$ cat src/rtl/frame_crc8_pkg.sv
package frame_crc8_pkg;

    localparam logic [2:0] FT_DUTY  = 3'd0;
    localparam logic [2:0] FT_PMODE = 3'd1;
    localparam logic [2:0] FT_WREG  = 3'd2;
    localparam logic [2:0] FT_RREG  = 3'd3;

    typedef enum logic [1:0] {
        PH_IDLE = 2'd0,
        PH_DATA = 2'd1,
        PH_PAD  = 2'd2
    } phase_e;

endpackage

$ cat src/rtl/crc8_step.sv
module crc8_step #(
    parameter logic [7:0] POLY = 8'h1D
) (
    input  logic [7:0] crc_in,
    input  logic [7:0] byte_in,
    output logic [7:0] crc_nxt
);
    logic [7:0] stage [0:8];

    assign stage[0] = crc_in ^ byte_in;

    for (genvar b = 0; b < 8; b++) begin : g_bit
        assign stage[b+1] = {stage[b][6:0], 1'b0} ^ (stage[b][7] ? POLY : 8'h00);
    end

    assign crc_nxt = stage[8];
endmodule

$ cat src/rtl/frame_len_dec.sv
module frame_len_dec
    import frame_crc8_pkg::*;
#(
    parameter int DLC_W      = 4,
    parameter int DUTY_CH    = 16,
    parameter int WORD_BYTES = 2,
    parameter int CNT_W      = 6
) (
    input  logic [2:0]       ftype,
    input  logic [DLC_W-1:0] dlc,
    output logic [CNT_W-1:0] n_bytes,
    output logic             pad,
    output logic             known
);
    always_comb begin
        n_bytes = CNT_W'(1);
        pad     = 1'b0;
        known   = 1'b1;
        case (ftype)
            FT_DUTY:  n_bytes = CNT_W'(DUTY_CH * WORD_BYTES);
            FT_PMODE: pad     = 1'b1;
            FT_WREG,
            FT_RREG:  n_bytes = CNT_W'(1 + WORD_BYTES * int'(dlc));
            default:  known   = 1'b0;
        endcase
    end
endmodule

$ cat src/rtl/frame_crc8_seq.sv
module frame_crc8_seq
    import frame_crc8_pkg::*;
#(
    parameter int         DLC_W      = 4,
    parameter int         DUTY_CH    = 16,
    parameter int         WORD_BYTES = 2,
    parameter logic [7:0] POLY       = 8'h1D,
    parameter logic [7:0] SEED       = 8'hFF,
    parameter logic [7:0] XOR_OUT    = 8'h00
) (
    input  logic             clk,
    input  logic             rst_n,
    input  logic             start,
    input  logic [2:0]       frame_type,
    input  logic [DLC_W-1:0] dlc,
    input  logic             check_en,
    input  logic [7:0]       rx_crc,
    input  logic             in_valid,
    input  logic [7:0]       in_data,
    output logic             in_ready,
    output logic             done,
    output logic [7:0]       crc_out,
    output logic             crc_ok,
    output logic             err
);
    localparam int DUTY_BYTES = DUTY_CH * WORD_BYTES;
    localparam int REG_BYTES  = 1 + WORD_BYTES * ((1 << DLC_W) - 1);
    localparam int MAX_BYTES  = (DUTY_BYTES > REG_BYTES) ? DUTY_BYTES : REG_BYTES;
    localparam int CNT_W      = $clog2(MAX_BYTES + 1);

    typedef struct packed {
        phase_e           phase;
        logic [CNT_W-1:0] cnt;
        logic             pad;
        logic [7:0]       crc;
        logic             chk;
        logic [7:0]       rx;
        logic [7:0]       res;
        logic             done;
        logic             ok;
        logic             err;
    } state_t;

    state_t s_d, s_q;

    logic [CNT_W-1:0] dec_bytes;
    logic             dec_pad;
    logic             dec_known;
    logic [7:0]       step_in;
    logic [7:0]       step_out;
    logic [7:0]       fin_val;
    logic             accept;
    logic             finish;

    frame_len_dec #(
        .DLC_W      (DLC_W),
        .DUTY_CH    (DUTY_CH),
        .WORD_BYTES (WORD_BYTES),
        .CNT_W      (CNT_W)
    ) len_i (
        .ftype   (frame_type),
        .dlc     (dlc),
        .n_bytes (dec_bytes),
        .pad     (dec_pad),
        .known   (dec_known)
    );

    assign step_in = (s_q.phase == PH_PAD) ? 8'h00 : in_data;

    crc8_step #(.POLY(POLY)) step_i (
        .crc_in  (s_q.crc),
        .byte_in (step_in),
        .crc_nxt (step_out)
    );

    assign in_ready = (s_q.phase == PH_DATA);
    assign accept   = in_valid && in_ready;
    assign fin_val  = step_out ^ XOR_OUT;

    always_comb begin
        s_d      = s_q;
        s_d.done = 1'b0;
        s_d.ok   = 1'b0;
        finish   = 1'b0;
        if (start) begin
            s_d.crc   = SEED;
            s_d.cnt   = dec_bytes;
            s_d.pad   = dec_pad;
            s_d.chk   = check_en;
            s_d.rx    = rx_crc;
            s_d.err   = !dec_known;
            s_d.phase = dec_known ? PH_DATA : PH_IDLE;
        end else begin
            case (s_q.phase)
                PH_DATA: begin
                    if (accept) begin
                        s_d.crc = step_out;
                        s_d.cnt = s_q.cnt - CNT_W'(1);
                        if (s_q.cnt == CNT_W'(1)) begin
                            if (s_q.pad) s_d.phase = PH_PAD;
                            else         finish    = 1'b1;
                        end
                    end
                end
                PH_PAD: begin
                    s_d.crc = step_out;
                    finish  = 1'b1;
                end
                default: ;
            endcase
            if (finish) begin
                s_d.phase = PH_IDLE;
                s_d.done  = 1'b1;
                s_d.res   = fin_val;
                s_d.ok    = s_q.chk && (fin_val == s_q.rx);
            end
        end
    end

    always_ff @(posedge clk or negedge rst_n) begin
        if (!rst_n) begin
            s_q <= '{phase: PH_IDLE, cnt: '0, pad: 1'b0, crc: SEED, chk: 1'b0,
                     rx: 8'h00, res: 8'h00, done: 1'b0, ok: 1'b0, err: 1'b0};
        end else begin
            s_q <= s_d;
        end
    end

    assign done    = s_q.done;
    assign crc_out = s_q.res;
    assign crc_ok  = s_q.ok;
    assign err     = s_q.err;
endmodule

$ cat config.mk
export PLATFORM = sky130hd
export DESIGN_NAME = frame_crc8_seq
export DESIGN_NICKNAME = d
export VERILOG_FILES = /design/src/rtl/frame_crc8_pkg.sv /design/src/rtl/crc8_step.sv /design/src/rtl/frame_len_dec.sv /design/src/rtl/frame_crc8_seq.sv
export SDC_FILE = /design/constraint.sdc
export NUM_CORES = 1
export LEC_CHECK = 0
export ABC_AREA = 1
export CORE_ASPECT_RATIO = 0.5
export CORE_UTILIZATION = 35
export CTS_CLUSTER_DIAMETER = 30
export DETAILED_ROUTE_END_ITERATION = 6
export SLEW_MARGIN = 5
export SYNTH_ARGS = -nofsm -noshare
export SYNTH_HDL_FRONTEND = slang
export SYNTH_HIERARCHICAL = 1
export SYNTH_SLANG_ARGS = --single-unit
$ cat constraint.sdc
create_clock -name clk -period 4.5 [get_ports clk]
set_clock_uncertainty 0.1 [all_clocks]
set_input_delay 0.675 -clock clk [delete_from_list [all_inputs] [get_ports clk]]
set_output_delay 0.675 -clock clk [all_outputs]
set_load 0.005 [all_outputs]
==> results.cfg, run 1 <==
[floorplanning]
die_w_um = 121
ioPinCount = 40
core_area_um2 = 6750
initial_core_util_pct = 36.6
fp-row-count = 21
dieArea_um2 = 7420
die_y_um = 61.4

[flow_run]
cap_violations = 0

[synthesis]
syn_area_um2 = 2470
synth_ff_type = dfrtp_1
synthArstFlopShare_pct = 100
synth_top_area_cell = dfrtp_1
synth_seq_cells = 37
synth.area.mux_share_pct = 0
synthCells = 363
yosys_warnings = 6
synth_compound_area_share_pct = 7.44
synth_commonest_cells = nand2_1, inv_1, nor2_1, dfrtp_1, o21ai_0
synth.avg_cell_area_um2 = 6.81
synth.distinct_cells = 33
syn-num-nets = 395
synthAdderAreaFrac_pct = 2.03
synth_top_family_by_area = simple AND/OR/NAND/NOR gates
yosysMostFrequentCell = nand2_1
synth.top_cell.area_share_pct = 29.4
seq_area_frac_synth_pct = 37.9
synth-edff-count = 0
synthXorXnorAreaFrac_pct = 4.15
synth-simple-area-share_pct = 35.4
netlist_top_cells_area = dfrtp_1, nand2_1, dfstp_2, inv_1, nor2_1

[power]
ir_drop_mv = 0.165
power_density_nw_per_um2 = 501
leakage_uw = 0.00163

[worst_setup_path]
timing.setup.critical_path_class = flop to flop
worstPathCellList = inv_1 > ha_1 > nor2_1 > inv_1 > nand2_1 > nand2_1 > nand2_1 > nand2_1 > nor2_1 > inv_1 > nand2_1 > nand2_1 > nand2_1 > nand2_1 > nand2_1 > nor2_1 > nand2_1 > nor2_1 > nand2_1 > nor2_1
worstSetupEndpointType = flop
worst-path-buf-inv = 3
crit_path_frequent_cell = nand2_1
crit_family = simple AND/OR/NAND/NOR gates
cp.required_ps = 4610
arrival_ps = 2810
critPathMaxFanout = 9
slowest_delay_ps = 460
startpoint_type = flop
slowest_stage = ha_1

[placed_design]
hpwl_mm = 4.11
placed_cell_area_um2 = 2890
port_buffers = 39
place_congestion = 0.900
pre_cts_slack_ps = 1630

[global_routing]
antenna_found_initial = 0
grt-ovfl-total = 0
grt_max_degree = 38
grt_pass1_vias = 2074
grt_pass1_wl_mm = 9.35
grt_use_total_pct = 16.2

[clocking]
cts_hold_buf = 0
cts_tree = yes
cts_num_sinks = 37
htreeDepth = 2
numCtsBuffers = 5
clkSlewWorstSetupHoldPaths_ps = 60
ctsResizeCount = 0
clock_latency_ps = 280
clock_path_buffers = 2
cts_setup_buffers = 0
root_buffer = clkbuf_16

[min_path]
min_path_type = flop to flop

[layout]
drive_gt1_share_pct = 11.3
diodes = 0
layout-area-overhead-vs-synth_pct = 24.8
fin_area_um2 = 3080
finish.utilization_pct = 45.7
final_nets = 428

[sta]
hold_violations = 0
fmax_mhz = 370
tightest_slew_ps = 486
final-max-slew-violation-count = 0
setup_viol = 0
final.period_utilization_pct = 60.0
rsz0062_at_grt = false
postLayoutSetupSlackWorst_ps = 1800
timing.hold.ws_ps = 373
fin_setup_tns_ps = 0
max_slew_margin_pct = 67.6
period_needed_ps = 2700

[routing]
post_drt_wl_per_cell_um = 11.3
dr_total_vias = 2227
drt_iter0_drc = 150
wl_mm = 5.51
viasPerCell = 4.55
first_pass_iters = 4
drc = 0
ant_nets = 0

[status]
status = finished, final reports clean
cell families (layout without fill, tap and decap cells):
| family | after synthesis | count (layout) |
|---|---|---|
| buf+inv | 75 | 109 |
| simple gates | 208 | 208 |
| fa+ha+maj | 4 | 4 |
| flops | 37 | 37 |
| xor+xnor | 10 | 10 |
| compound gates | 29 | 29 |
final timing paths:
path                                 start         end  slack (ps)  cells past startpoint
max in group asynchronous            rst_n     s_q[22]        3220                      2
worst min register to register  crc_out[5]  crc_out[5]         370                      2
worst max register to register     s_q[35]      crc_ok        1800                     20
worst min-delay path            crc_out[5]  crc_out[5]         370                      2
min in group asynchronous            rst_n         err         710                      2
worst max-delay path               s_q[35]      crc_ok        1800                     20
metal layers:
metal / vias up / GRT usage (%) / share of wire [%]
met5: - / 0 / 0
met4: 0 / 5.11 / 0.85
met2: 37 / 29.8 / 48
met1: 1019 / 20.0 / 48
li1: 1164 / - / -
met3: 7 / 2.87 / 3.8
final cells by class:
type / instances / area, um^2
clock inverters: 3 / 65.1
flip-flops and latches: 37 / 936
repair buffers: 41 / 405
well taps: 92 / 115
clock buffers: 5 / 125
fillers: 691 / 3670
inverters: 60 / 225
multi-input cells: 251 / 1210
stage by stage:
| step | power (uW) | instances |
|---|---|---|
| finish | 1540 | 489 |
| global placement | 1090 | 481 |
| global route | 1670 | 489 |
| detailed placement | 1100 | 481 |
| floorplan | 934 | 363 |
| CTS | 1560 | 489 |
worst register-to-register path: cells and delay by family, from the launching register on:
family	cells	cell delay [ps]
adder cells (fa/ha/maj)	1	460
buffers and inverters	3	230
flip-flops	1	380
AND/OR/NAND/NOR	16	1470
power by group:
part           switching [uW]  internal [uW]
sequential               54.1            420
combinational             377            245
clock                     131            316
total                     562            981
layout by cell type (no fill, tap or decap), drive strengths merged:
cell             n
xor2             6
xnor2            4
bufinv           2
nor3             1
clkbuf           5
a21oi            6
o211ai           6
buf              2
clkdlybuf4s50   39
clkinv           2
dfstp            8
dfrtp           29
o21a             1
nand3           14
nor2            43
ha               4
o21ai           14
nand2          138
or2              1
inv             59
nand4           11
a31oi            2
state kept, by name (all words and copies together) (netlist names):
signal / count
err: 1
s_q: 26
crc_out: 8
done: 1
crc_ok: 1
No activity file was read; power rests on OpenSTA's default activity.
==> run 2, diff against run 1 <==
==> constraint.sdc (replaced) <==
create_clock -name clk -period 2.5 [get_ports clk]
set_clock_uncertainty 0.1 [all_clocks]
set_input_delay 0.375 -clock clk [delete_from_list [all_inputs] [get_ports clk]]
set_output_delay 0.375 -clock clk [all_outputs]
set_load 0.005 [all_outputs]
==> run 2 against run 1 <==
Fmax increased by 15%. Total power increased by 110%. Flip-flop and latch count unchanged. Routed wire length increased by 5.5%. Die area did not move. Via count up 5.0%. Count of clock-buffer cells in the layout unchanged. Final area is 8.4% higher. Clock power up 85%. Non-clock buffer count is 19 higher. Core utilization rose by 3.8 points. Sequential power up 80%. Critical path type unchanged. Critical endpoint unchanged. Largest power group unchanged.
==> results.cfg, run 2 (synthesis gave the netlist of run 1 again) <==
[routing]
viasPerCell = 4.60
first_pass_iters = 5
ant_nets = 0
drt_iter0_drc = 72
dr_total_vias = 2339
met3WireLength_um = 174
drc = 0
post_drt_wl_per_cell_um = 11.4
wl_mm = 5.81
top_layer = met4
met1_length_mm = 2.79
wl_met2_mm = 2.76

[power]
clkPwrFrac_pct = 25.9
p_int_uw = 2050
leakage_uw = 0.00174
power_uw = 3200
power_density_nw_per_um2 = 958
ir_drop_mv = 0.361
seqPwrFrac_pct = 26.7
comb_power_share_pct = 47.4
netSwitchingFraction_pct = 36.0
p_switching_uw = 1150

[layout]
top_register = s_q
fin_area_um2 = 3340
multiInputGateArea_um2 = 1310
layout-area-overhead-vs-synth_pct = 35.2
regArea_um2 = 936
drive_gt1_share_pct = 20.9
layout_common_cells = nand2_1, inv_1, clkdlybuf4s50_1
fillerInstances = 672
layout_commonest_cell = nand2_1
final_nets = 447
diodes = 0
largest_reg_flops = 26

[worst_setup_path]
worst-path-buf-inv = 5
slowest_stage = dfrtp_1
worstSetupEndpointType = flop
crit_path_frequent_cell = buf_4
arrival_ps = 2460
critPathMaxFanout = 8
cp.required_ps = 2610
slowest_delay_ps = 360
crit_family = XOR/XNOR gates
worstPathCellList = inv_2 > ha_4 > buf_12 > nor2_2 > xor2_2 > buf_4 > buf_4 > buf_4 > xor2_1 > xor2_1 > nor3_1 > nand2_1 > nor2_1
timing.setup.critical_path_class = flop to flop
startpoint_type = flop

[sta]
final-max-slew-violation-count = 0
fin_setup_tns_ps = 0
hold_violations = 0
setup_viol = 0
fmax_mhz = 426
max_slew_margin_pct = 68.8
final.period_utilization_pct = 94.0
period_needed_ps = 2350
postLayoutSetupSlackWorst_ps = 151
tightest_slew_ps = 469
rsz0062_at_grt = false

[floorplanning]
initial_core_util_pct = 36.6
dieArea_um2 = 7420
ioPinCount = 40
die_w_um = 121
die_y_um = 61.4
fp-row-count = 21
core_area_um2 = 6750

[clocking]
clkSlewWorstSetupHoldPaths_ps = 60
cts_tree = yes
clock_path_buffers = 2
htreeDepth = 2
root_buffer = clkbuf_16
cts_num_sinks = 37
numCtsBuffers = 5
clock_latency_ps = 280

[global_routing]
grt_max_degree = 38
grt_use_total_pct = 16.7
grt_pass1_wl_mm = 9.44
grt_pass1_vias = 2163
antenna_found_initial = 0
grt-ovfl-total = 0

[placed_design]
port_buffers = 39
hpwl_mm = 4.24
place_congestion = 0.831
placed_cell_area_um2 = 3020
pre_cts_slack_ps = -35.2

[flow_run]
cap_violations = 0

[status]
status = finished, final reports clean

[min_path]
min_path_type = flop to flop
==> run 2: cell types whose count changed in the layout (fill, tap and decap cells not counted), moves of 2 or more <==
cell	before	now
buf_4	2	20
inv_1	49	47
inv_2	10	12
nand2_1	130	121
nand2_2	7	16
nor2_1	42	33
nor2_2	1	7
nor2_4	0	3
==> run 2: timing repair <==
| item | in CTS | in global routing |
|---|---|---|
| setup endpoints to repair | 1 | 3 |
| pin swaps | 1 | 11 |
| setup buffers | 1 | 3 |
| resized for setup | 3 | 25 |
| hold buffers | 0 | 0 |
==> run 2: area by class of cell <==
type	count	area share, %
inverter	60	6.74
clock inverter	3	2.06
tap	92	3.45
clock buffer	5	3.75
timing repair buffer	60	16.8
sequential	37	28.0
multi-input combinational	251	39.2
==> run 2: worst paths after layout <==
kind | start | endpoint | slack, ps | cells after the start
max | s_q[35] | crc_ok | 150 | 13
min reg2reg | crc_out[4] | crc_out[4] | 380 | 2
max reg2reg | s_q[35] | crc_ok | 150 | 13
min in group asynchronous | rst_n | s_q[29] | 410 | 2
min | crc_out[4] | crc_out[4] | 380 | 2
max in group asynchronous | rst_n | s_q[24] | 1530 | 2
==> run 2: power groups by stage <==
stage                     logic [uW]  registers [uW]  clock network [uW]
after floorplan                  847             834                   0
final                           1520             853                 828
after CTS                       1380             852                 846
after global routing            1680             872                 861
after detailed placement        1330             863                   0
after global placement          1320             856                   0
==> run 2: per-stage QoR <==
stage,instances,utilization [%],hold slack [ps]
after CTS,505,47.9,377
final,508,49.5,376
after floorplan,363,-,-20.6
after global placement,496,44.7,360
after global routing,508,49.5,394
after detailed placement,496,44.7,368
==> run 2: per-layer routing <==
layer / vias to the layer above / global-route usage (%)
met5: - / 0
met4: 0 / 6.70
met3: 8 / 2.87
met2: 38 / 29.8
met1: 1084 / 20.8
li1: 1209 / -
==> run 2: worst register-to-register path: cells and delay by family, from the launching register on <==
family	cells	cell delay (ps)
xor+xnor	3	600
buf+inv	5	540
simple gates	4	530
flops	1	360
fa+ha+maj	1	170
==> run 3, diff against run 2 <==
--- a/config.mk
+++ b/config.mk
@@ -10,6 +10,7 @@
 export CORE_UTILIZATION = 35
 export CTS_CLUSTER_DIAMETER = 30
 export DETAILED_ROUTE_END_ITERATION = 6
+export SKIP_CTS_REPAIR_TIMING = 1
 export SLEW_MARGIN = 5
 export SYNTH_ARGS = -nofsm -noshare
 export SYNTH_HDL_FRONTEND = slang
==> run 3 against run 2 <==
Worst hold slack about the same. First-iteration DRC count down 8.3%. Fmax rose by 0.18%. Count of clock-buffer cells in the layout is the same. Worst setup slack improved by 4.2 ps. Register-to-register slack is essentially flat. Largest power group unchanged. Highest routed layer unchanged.
==> results.cfg, run 3 (synthesis gave the netlist of run 1 again) <==
[placed_design]
dp.cells = 496
place_congestion = 0.831
port_buffers = 39
pre_cts_slack_ps = -35.2
hpwl_mm = 4.24

[sta]
max_slew_margin_pct = 68.6
postLayoutSetupSlackWorst_ps = 155
tightest_slew_ps = 471
rsz0062_at_grt = false
hold_violations = 0
final.period_utilization_pct = 93.8
fmax_mhz = 426
setup_viol = 0
timing.hold.ws_ps = 376
period_needed_ps = 2350
final-max-slew-violation-count = 0

[worst_setup_path]
startpoint_type = flop
worst-path-buf-inv = 5
slowest_delay_ps = 360
crit_family = XOR/XNOR gates
worstSetupEndpointType = flop
arrival_ps = 2460
worstPathCellList = inv_2 > ha_4 > buf_12 > nor2_2 > xor2_2 > buf_4 > buf_4 > buf_4 > xor2_1 > xor2_1 > nor3_1 > nand2_1 > nor2_1
slowest_stage = dfrtp_1
crit_path_frequent_cell = buf_4
timing.setup.critical_path_class = flop to flop
critPathMaxFanout = 8
cp.required_ps = 2620

[routing]
ant_nets = 0
drt_iter0_drc = 66
post_drt_wl_per_cell_um = 11.4
drc = 0
wl_mm = 5.81
first_pass_iters = 4
viasPerCell = 4.61
dr_total_vias = 2342

[power]
seqPwrFrac_pct = 26.7
p_switching_uw = 1150
netSwitchingFraction_pct = 36.0
clkPwrFrac_pct = 25.9
comb_power_share_pct = 47.4
power_density_nw_per_um2 = 958
p_int_uw = 2050
leakage_uw = 0.00174
ir_drop_mv = 0.362

[layout]
final_nets = 447
layout-area-overhead-vs-synth_pct = 35.2
layout_commonest_cell = nand2_1
top_register = s_q
layout_common_cells = nand2_1, inv_1, clkdlybuf4s50_1
largest_reg_flops = 26
layoutNonFillerInstCount = 508
drive_gt1_share_pct = 20.9
diodes = 0

[clocking]
htreeDepth = 2
clkSlewWorstSetupHoldPaths_ps = 60
cts_tree = yes
clock_path_buffers = 2
root_buffer = clkbuf_16
clock_latency_ps = 280
numCtsBuffers = 5
cts_num_sinks = 37

[floorplanning]
ioPinCount = 40
fp-row-count = 21
dieArea_um2 = 7420
die_w_um = 121
die_y_um = 61.4
core_area_um2 = 6750
initial_core_util_pct = 36.6

[global_routing]
grt_pass1_wl_mm = 9.41
grt-ovfl-total = 0
grt_max_degree = 38
antenna_found_initial = 0
grt_use_total_pct = 16.6
grt_pass1_vias = 2161

[min_path]
min_path_type = flop to flop

[flow_run]
cap_violations = 0

[status]
status = finished, final reports clean
-- run 3: area by class of cell --
type	instances	area (um^2)
repair buffers	60	561
fillers	673	3410
multi-input cells	251	1310
inverters	60	225
clock inverters	3	68.8
flip-flops and latches	37	936
clock buffers	5	125
well taps	92	115
-- run 3: final timing paths --
check                      startpoint    endpoint  slack, ps  cells after the start
min in group asynchronous       rst_n     s_q[29]        410                      2
setup reg to reg              s_q[35]      crc_ok        150                     13
hold / removal             crc_out[4]  crc_out[4]        380                      2
setup / recovery              s_q[35]      crc_ok        150                     13
hold reg to reg            crc_out[4]  crc_out[4]        380                      2
max in group asynchronous       rst_n     s_q[24]       1530                      2
-- run 3: through the flow --
| step | setup TNS, ps | utilization, % | power (uW) | area, um^2 |
|---|---|---|---|---|
| final | 0 | 49.5 | 3200 | 3340 |
| after global routing | 0 | 49.5 | 3410 | 3340 |
| after CTS | -71.9 | 47.6 | 3050 | 3210 |
| after detailed placement | -35.2 | 44.7 | 2190 | 3020 |
| after global placement | -57.4 | 44.7 | 2170 | 3020 |
| after floorplan | 0 | - | 1680 | 2470 |
-- run 3: power groups by stage --
| stage | registers, uW | logic, uW | clock network, uW |
|---|---|---|---|
| after CTS | 852 | 1350 | 846 |
| after detailed placement | 863 | 1330 | 0 |
| after global placement | 856 | 1320 | 0 |
| final | 854 | 1520 | 829 |
| after global routing | 872 | 1680 | 861 |
| after floorplan | 834 | 847 | 0 |
-- run 3: worst register-to-register path: cells and delay by family (launching register included) --
| kind | cells | cell delay, ps |
|---|---|---|
| buf+inv | 5 | 540 |
| simple gates | 4 | 530 |
| xor+xnor | 3 | 590 |
| fa+ha+maj | 1 | 170 |
| flops | 1 | 360 |
-- run 3: metal layers --
| metal | GRT usage, % | vias to the layer above | share of wire, % |
|---|---|---|---|
| met3 | 2.87 | 8 | 3.4 |
| met5 | 0 | - | 0 |
| met1 | 20.9 | 1083 | 48 |
| met4 | 6.70 | 0 | 1.5 |
| li1 | - | 1207 | - |
| met2 | 29.5 | 44 | 47 |
